==> src/rtl/stepper_pkg.sv <==
package stepper_pkg;
   localparam int RING_LEN = 8;
   localparam int IDX_W    = $clog2(RING_LEN);

   typedef logic [IDX_W-1:0] ring_idx_t;

   typedef struct packed {
      logic en_a;
      logic pol_a;
      logic en_b;
      logic pol_b;
   } coil_drive_t;

   // index 0 is position 1 (home)
   function automatic coil_drive_t drive_of(ring_idx_t i);
      coil_drive_t d;
      case (i)
         3'd0:    d = '{1'b1, 1'b1, 1'b1, 1'b1};
         3'd1:    d = '{1'b0, 1'b0, 1'b1, 1'b1};
         3'd2:    d = '{1'b1, 1'b0, 1'b1, 1'b1};
         3'd3:    d = '{1'b1, 1'b0, 1'b0, 1'b0};
         3'd4:    d = '{1'b1, 1'b0, 1'b1, 1'b0};
         3'd5:    d = '{1'b0, 1'b0, 1'b1, 1'b0};
         3'd6:    d = '{1'b1, 1'b1, 1'b1, 1'b0};
         default: d = '{1'b1, 1'b1, 1'b0, 1'b0};
      endcase
      return d;
   endfunction
endpackage

==> src/rtl/sync_bank.sv <==
module sync_bank #(
   parameter int WIDTH  = 3,
   parameter int STAGES = 2
) (
   input  logic             clk,
   input  logic             rst_n,
   input  logic [WIDTH-1:0] d,
   output logic [WIDTH-1:0] q
);
   logic [WIDTH-1:0] pipe [STAGES];

   always_ff @(posedge clk or negedge rst_n) begin
      if (!rst_n) begin
         for (int s = 0; s < STAGES; s++) pipe[s] <= '0;
      end else begin
         pipe[0] <= d;
         for (int s = 1; s < STAGES; s++) pipe[s] <= pipe[s-1];
      end
   end

   assign q = pipe[STAGES-1];
endmodule

==> src/rtl/rise_detect.sv <==
module rise_detect (
   input  logic clk,
   input  logic rst_n,
   input  logic lvl,
   output logic pulse
);
   logic lvl_q;

   always_ff @(posedge clk or negedge rst_n) begin
      if (!rst_n) lvl_q <= 1'b0;
      else        lvl_q <= lvl;
   end

   assign pulse = lvl & ~lvl_q;
endmodule

==> src/rtl/phase_ring.sv <==
module phase_ring
   import stepper_pkg::*;
#(
   parameter ring_idx_t HOME = '0
) (
   input  logic      clk,
   input  logic      rst_n,
   input  logic      adv,
   input  logic      fine,
   input  logic      fwd,
   output ring_idx_t idx
);
   ring_idx_t stride;
   ring_idx_t idx_nxt;

   always_comb begin
      stride  = fine ? ring_idx_t'(1) : ring_idx_t'(2);
      idx_nxt = fwd ? ring_idx_t'(idx + stride) : ring_idx_t'(idx - stride);
   end

   always_ff @(posedge clk or negedge rst_n) begin
      if (!rst_n)   idx <= HOME;
      else if (adv) idx <= idx_nxt;
   end
endmodule

==> src/rtl/phase_decode.sv <==
module phase_decode
   import stepper_pkg::*;
#(
   parameter bit        REG_OUT = 1'b0,
   parameter ring_idx_t HOME    = '0
) (
   input  logic        clk,
   input  logic        rst_n,
   input  ring_idx_t   idx,
   output coil_drive_t drive
);
   generate
      if (REG_OUT) begin : g_reg
         always_ff @(posedge clk or negedge rst_n) begin
            if (!rst_n) drive <= drive_of(HOME);
            else        drive <= drive_of(idx);
         end
      end else begin : g_comb
         always_comb drive = drive_of(idx);
      end
   endgenerate
endmodule

==> src/rtl/stepper_seq.sv <==
module stepper_seq
   import stepper_pkg::*;
#(
   parameter int SYNC_STAGES = 2,
   parameter bit REG_OUT     = 1'b0
) (
   input  logic clk,
   input  logic rst_n,
   input  logic step_in,
   input  logic dir_in,
   input  logic half_in,
   output logic pol_a,
   output logic en_a,
   output logic pol_b,
   output logic en_b
);
   localparam int        SYNC_W = 3;
   localparam ring_idx_t HOME   = '0;

   generate
      if (SYNC_STAGES < 2) begin : g_bad_sync
         $error("stepper_seq: SYNC_STAGES must be at least 2");
      end
   endgenerate

   logic [SYNC_W-1:0] raw_v;
   logic [SYNC_W-1:0] syn_v;
   logic              step_s;
   logic              dir_s;
   logic              half_s;
   logic              step_stb;
   ring_idx_t         state_idx;
   coil_drive_t       drv;

   assign raw_v = {step_in, dir_in, half_in};

   sync_bank #(.WIDTH(SYNC_W), .STAGES(SYNC_STAGES)) u_sync (
      .clk  (clk),
      .rst_n(rst_n),
      .d    (raw_v),
      .q    (syn_v)
   );

   assign {step_s, dir_s, half_s} = syn_v;

   rise_detect u_edge (
      .clk  (clk),
      .rst_n(rst_n),
      .lvl  (step_s),
      .pulse(step_stb)
   );

   phase_ring #(.HOME(HOME)) u_ring (
      .clk  (clk),
      .rst_n(rst_n),
      .adv  (step_stb),
      .fine (half_s),
      .fwd  (dir_s),
      .idx  (state_idx)
   );

   phase_decode #(.REG_OUT(REG_OUT), .HOME(HOME)) u_dec (
      .clk  (clk),
      .rst_n(rst_n),
      .idx  (state_idx),
      .drive(drv)
   );

   assign en_a  = drv.en_a;
   assign pol_a = drv.pol_a;
   assign en_b  = drv.en_b;
   assign pol_b = drv.pol_b;
endmodule

==> config.mk <==
export PLATFORM = sky130hd
export DESIGN_NAME = stepper_seq
export DESIGN_NICKNAME = d
export VERILOG_FILES = /design/src/rtl/stepper_pkg.sv /design/src/rtl/sync_bank.sv /design/src/rtl/rise_detect.sv /design/src/rtl/phase_ring.sv /design/src/rtl/phase_decode.sv /design/src/rtl/stepper_seq.sv
export SDC_FILE = /design/constraint.sdc
export NUM_CORES = 1
export LEC_CHECK = 0
export BUFFER_PORTS_ARGS = -buffer_cell sky130_fd_sc_hd__buf_2
export CORE_AREA = 2 2 39 41
export DETAILED_ROUTE_END_ITERATION = 12
export DIE_AREA = 0 0 41 43
export PLACE_DENSITY = 0.6
export SYNTH_ARGS = -nofsm -noshare
export SYNTH_HDL_FRONTEND = slang
export SYNTH_SLANG_ARGS = --single-unit
export TNS_END_PERCENT = 1
==> constraint.sdc <==
create_clock -name clk -period 1.8 [get_ports clk]
set_clock_uncertainty 0.05 [all_clocks]
set_input_delay 0.09 -clock clk [delete_from_list [all_inputs] [get_ports clk]]
set_output_delay 0.09 -clock clk [all_outputs]
set_load 0.03 [all_outputs]
==> impl_metrics.toml, run 1 <==
[status]
outcome = "finished clean"

[floorplanning]
core.rowCount = 14
dieArea_um2 = 1760
core_area_um2 = 1380
die_h_um = 43
initial_core_util_pct = 27.4
die_w_um = 41
ios = 9

[yosys]
synthesis.area_um2 = 379
ys_ff_latch = 10
synth_cell_types = 11
ys_seq_area_share_pct = 66.0
synthTopCellsByArea = "dfrtp_1 66%, mux2_4 7.9%, fa_1 5.3%, xnor2_1 4.6%, nor2b_4 3.6%"
syn-num-nets = 31
postSynthAreaPerCell_um2 = 15.8
synth_top_area_share_pct = 66.0
synth_area_leader_cell = "dfrtp_1"
netlist_instances = 24
synth_warnings = 0

[layout]
drive_gt1_share_pct = 37.5
multi_input_area_um2 = 129
mostFrequentLayoutCells = "10 x dfrtp_1, 8 x buf_2, 4 x dlygate4sd3_1, 3 x nand2_1, 3 x clkbuf_4"
seq_area_um2 = 250
area_delta_synth_final_pct = 36.0
final_cells = 56
stdcell_area_um2 = 515
nets = 48
diodes = 0
fill_cells = 136
layout_commonest_cell = "dfrtp_1"

[route]
post_drt_wl_per_cell_um = 10.4
viasPerCell = 4.09
drt-total-wl_um = 580
vias = 229
drc = 0
drtAntennaViolNets = 0
dr.first_iter.drc_count = 4
firstDrtPassIters = 2

[critical_path]
worstPathMaxFanout = 6
r2r_end = "u_ring.idx[2]"
critical_path.endpoint = "u_ring.idx[2]"
required_ns = 1.90
worst_setup_path_end_kind = "flip-flop"
worstPathArrival_ns = 1.68
cp-startpoint = "u_ring.idx[0]"
r2r_setup_slack_ns = 0.22
worstSetupPathType = "reg2reg"
start_kind = "flip-flop"
r2r-start = "u_ring.idx[0]"
r2r_cells = 5

[power_and_ir_drop]
powerDensity_nw_per_um2 = 1660
power.total_uw = 853
p_leak_nw = 0.246
ir_drop_v = 0.000544

[clock_network]
cts_buffers = 3
postCtsSetupRepairBufs = 0
clk_latency_ns = 0.26
htreeDepth = 1
root_buffer = "clkbuf_4"
clock-sinks = 10
cts_tree = "done"
clkTransAtPathRegs_ns = 0.07
clk_path_buf_depth = 2
ctsResizeCount = 0
hold_buffers = 4

[timing]
finalSetupViolCount = 0
hold_violations = 0
min_period_ns = 1.58
fmax_ghz = 0.632
fin_setup_tns_ns = 0
relSlewSlack_pct = 84.3
period_share_pct = 87.9
maxSlewViolCount = 0
max_slew.worst_pin.slew_ns = 0.236
rsz0062_at_grt = "false"

[placed_design]
dp_cells = 48
place_area_um2 = 439
port_buffers = 8
gp_congestion = 0.564

[grt]
grt_pass1_vias = 228
grt_usage_pct = 8.59
grt_pass1_wl_um = 917
grt_max_degree = 11
gr-total-overflow = 0
antenna_found_initial = 0

[min_path]
hold_path.class = "in2async"

[flow_run]
cap_violations = 0
synthesized netlist by cell type:
master,instances
ha_1,1
nor3_1,1
nand2_1,3
a21oi_1,1
fa_1,1
dfrtp_1,10
nand2b_1,1
a21o_1,1
xnor2_1,2
mux2_4,2
nor2b_4,1
through the flow:
step / util (%) / hold WS [ns] / worst slack, ns
2_1_floorplan: - / -0.256 / 0.322
3_3_place_gp: 31.7 / -0.100 / 0.286
3_5_place_dp: 31.7 / -0.0901 / 0.215
4_1_cts: 37.3 / 0.170 / 0.200
5_1_grt: 37.3 / 0.192 / 0.159
6_report: 37.3 / 0.176 / 0.217
power breakdown:
| part | internal [mW] | leakage [nW] | switching (mW) |
|---|---|---|---|
| Sequential | 0.268 | 0.117 | 0.0608 |
| Clock | 0.123 | 0.0210 | 0.0747 |
| Combinational | 0.142 | 0.108 | 0.185 |
flip-flops by register name, indices dropped and copies added, names as in the netlist:
| name | count |
|---|---|
| u_edge.lvl_q | 1 |
| u_ring.idx | 3 |
| u_sync.pipe | 3 |
| u_sync.q | 3 |
how the worst min path moves through the flow:
stage                endpoint  slack [ns]   from
2_1_floorplan    u_edge.lvl_q       -0.26  rst_n
3_3_place_gp    u_ring.idx[2]       -0.10  rst_n
3_5_place_dp    u_ring.idx[2]       -0.09  rst_n
4_1_cts         u_ring.idx[2]        0.17  rst_n
5_1_grt        u_sync.pipe[5]        0.19  rst_n
6_report        u_ring.idx[2]        0.18  rst_n
routing by layer:
metal	track usage (%)	wire length [um]	up-vias	part of all wire [%]
li1	-	-	113	-
met1	8.19	233	103	40
met2	13.1	287	13	49
met3	7.85	58	0	10
met4	2.00	0	0	0
met5	0	0	-	0
cell type report:
cell class	count	area share (%)
multi-input cells	14	25.0
flip-flops and latches	10	48.5
well taps	16	3.88
repair buffers	12	15.5
clock buffers	4	7.04
cell families after synthesis:
family / after synthesis / share of synthesized area, %
multiplexers: 2 / 7.92
AND/OR/NAND/NOR: 6 / 9.57
flip-flops: 10 / 66.0
XOR/XNOR: 2 / 4.62
AO/OA/AOI/OAI: 2 / 3.30
adder cells (fa/ha/maj): 2 / 8.58
critical path, cell delays in order, from the launching register on:
cell,delay [ns]
dfrtp_1,0.44
ha_1,0.24
fa_1,0.38
xnor2_1,0.15
nand2_1,0.08
xnor2_1,0.12
Power figures use the tool's default switching activity.
==> run 2, diff against run 1 <==
Settings changed: BUFFER_PORTS_ARGS -buffer_cell sky130_fd_sc_hd__buf_2 to unset, CTS_CLUSTER_SIZE set to 20, DONT_BUFFER_PORTS set to 1, PLACE_DENSITY 0.6 to 0.54.
==> impl_metrics.toml, run 2 (synthesis gave the netlist of run 1 again) <==
[floorplanning]
dieArea_um2 = 1760
die_h_um = 43
core_area_um2 = 1380
die_w_um = 41
initial_core_util_pct = 27.4
ios = 9
core.rowCount = 14

[layout]
nets = 41
area_delta_synth_final_pct = 27.4
mostFrequentLayoutCells = "10 x dfrtp_1, 4 x dlygate4sd3_1, 3 x nand2_1, 3 x clkbuf_4"
drive_gt1_share_pct = 24.2
diodes = 0
layout_commonest_cell = "dfrtp_1"

[route]
dr.first_iter.drc_count = 1
firstDrtPassIters = 3
drc = 0
drt-total-wl_um = 518
vias = 210
post_drt_wl_per_cell_um = 10.6
drtAntennaViolNets = 0
viasPerCell = 4.29

[min_path]
hold_path.class = "in2async"

[timing]
maxSlewViolCount = 0
period_share_pct = 85.9
fin_setup_tns_ns = 0
rsz0062_at_grt = "false"
fmax_ghz = 0.647
hold_violations = 0
min_period_ns = 1.55
max_slew.worst_pin.slew_ns = 0.458
relSlewSlack_pct = 69.3
finalSetupViolCount = 0

[clock_network]
ctsResizeCount = 0
postCtsSetupRepairBufs = 0
root_buffer = "clkbuf_4"
hold_buffers = 4
clkTransAtPathRegs_ns = 0.07
cts_buffers = 3
clock-sinks = 10
clk_path_buf_depth = 2
htreeDepth = 1
clk_latency_ns = 0.26
cts_tree = "done"

[flow_run]
cap_violations = 0

[critical_path]
worstPathMaxFanout = 6
worstSetupPathType = "reg2reg"
worstPathArrival_ns = 1.64
worst_setup_path_end_kind = "flip-flop"
start_kind = "flip-flop"
r2r_setup_slack_ns = 0.25
required_ns = 1.89

[power_and_ir_drop]
powerDensity_nw_per_um2 = 1690
ir_drop_v = 0.000400
p_leak_nw = 0.220
power.total_uw = 814

[placed_design]
gp_congestion = 0.588
port_buffers = 0

[status]
outcome = "finished clean"

[grt]
grt_pass1_vias = 219
grt_usage_pct = 8.70
gr-total-overflow = 0
grt_max_degree = 11
grt_pass1_wl_um = 903
antenna_found_initial = 0
-- run 2: changes by cell type in the layout (fill, tap and decap cells not counted), sizes merged --
cell,delta
buf,-7
-- run 2: critical path, stage by stage (launching register included) --
cell	delay [ns]
dfrtp_1	0.43
ha_1	0.23
fa_1	0.38
xnor2_1	0.14
nand2_1	0.08
xnor2_1	0.12
-- run 2: final cells by class --
type | instances | area [um^2]
fillers | 134 | 901
flip-flops and latches | 10 | 250
multi-input cells | 14 | 129
repair buffers | 5 | 47.5
clock buffers | 4 | 36.3
well taps | 16 | 20.0
-- run 2: final timing paths --
path                                 from       endpoint  cells past startpoint
min in group clk           u_sync.pipe[4]    u_sync.q[1]                      0
max in group asynchronous           rst_n  u_ring.idx[0]                      1
hold reg to reg            u_sync.pipe[4]    u_sync.q[1]                      0
hold / removal                      rst_n  u_ring.idx[1]                      1
setup reg to reg            u_ring.idx[0]  u_ring.idx[2]                      5
setup / recovery            u_ring.idx[0]  u_ring.idx[2]                      5
-- run 2: through the flow --
| step | util [%] | instances | worst slack, ns | hold WS (ns) | area [um^2] |
|---|---|---|---|---|---|
| 2_1_floorplan | - | 24 | 0.322 | -0.256 | 379 |
| 3_3_place_gp | 29.4 | 41 | 0.294 | -0.255 | 407 |
| 3_5_place_dp | 29.4 | 41 | 0.250 | -0.255 | 407 |
| 4_1_cts | 34.9 | 49 | 0.238 | 0.176 | 483 |
| 5_1_grt | 34.9 | 49 | 0.145 | 0.191 | 483 |
| 6_report | 34.9 | 49 | 0.254 | 0.164 | 483 |
-- run 2: where the power goes --
part           switching (mW)  total, mW  internal, mW
sequential             0.0584      0.326         0.268
combinational           0.172      0.292         0.120
clock                  0.0735      0.196         0.123
total                   0.304      0.814         0.510
-- run 2: layer usage --
layer | vias up | track usage, % | routed length (um)
met5 | - | 0 | 0
met4 | 0 | 10.0 | 0
met3 | 0 | 4.71 | 42
met2 | 8 | 10.6 | 245
met1 | 106 | 9.25 | 230
li1 | 96 | - | -
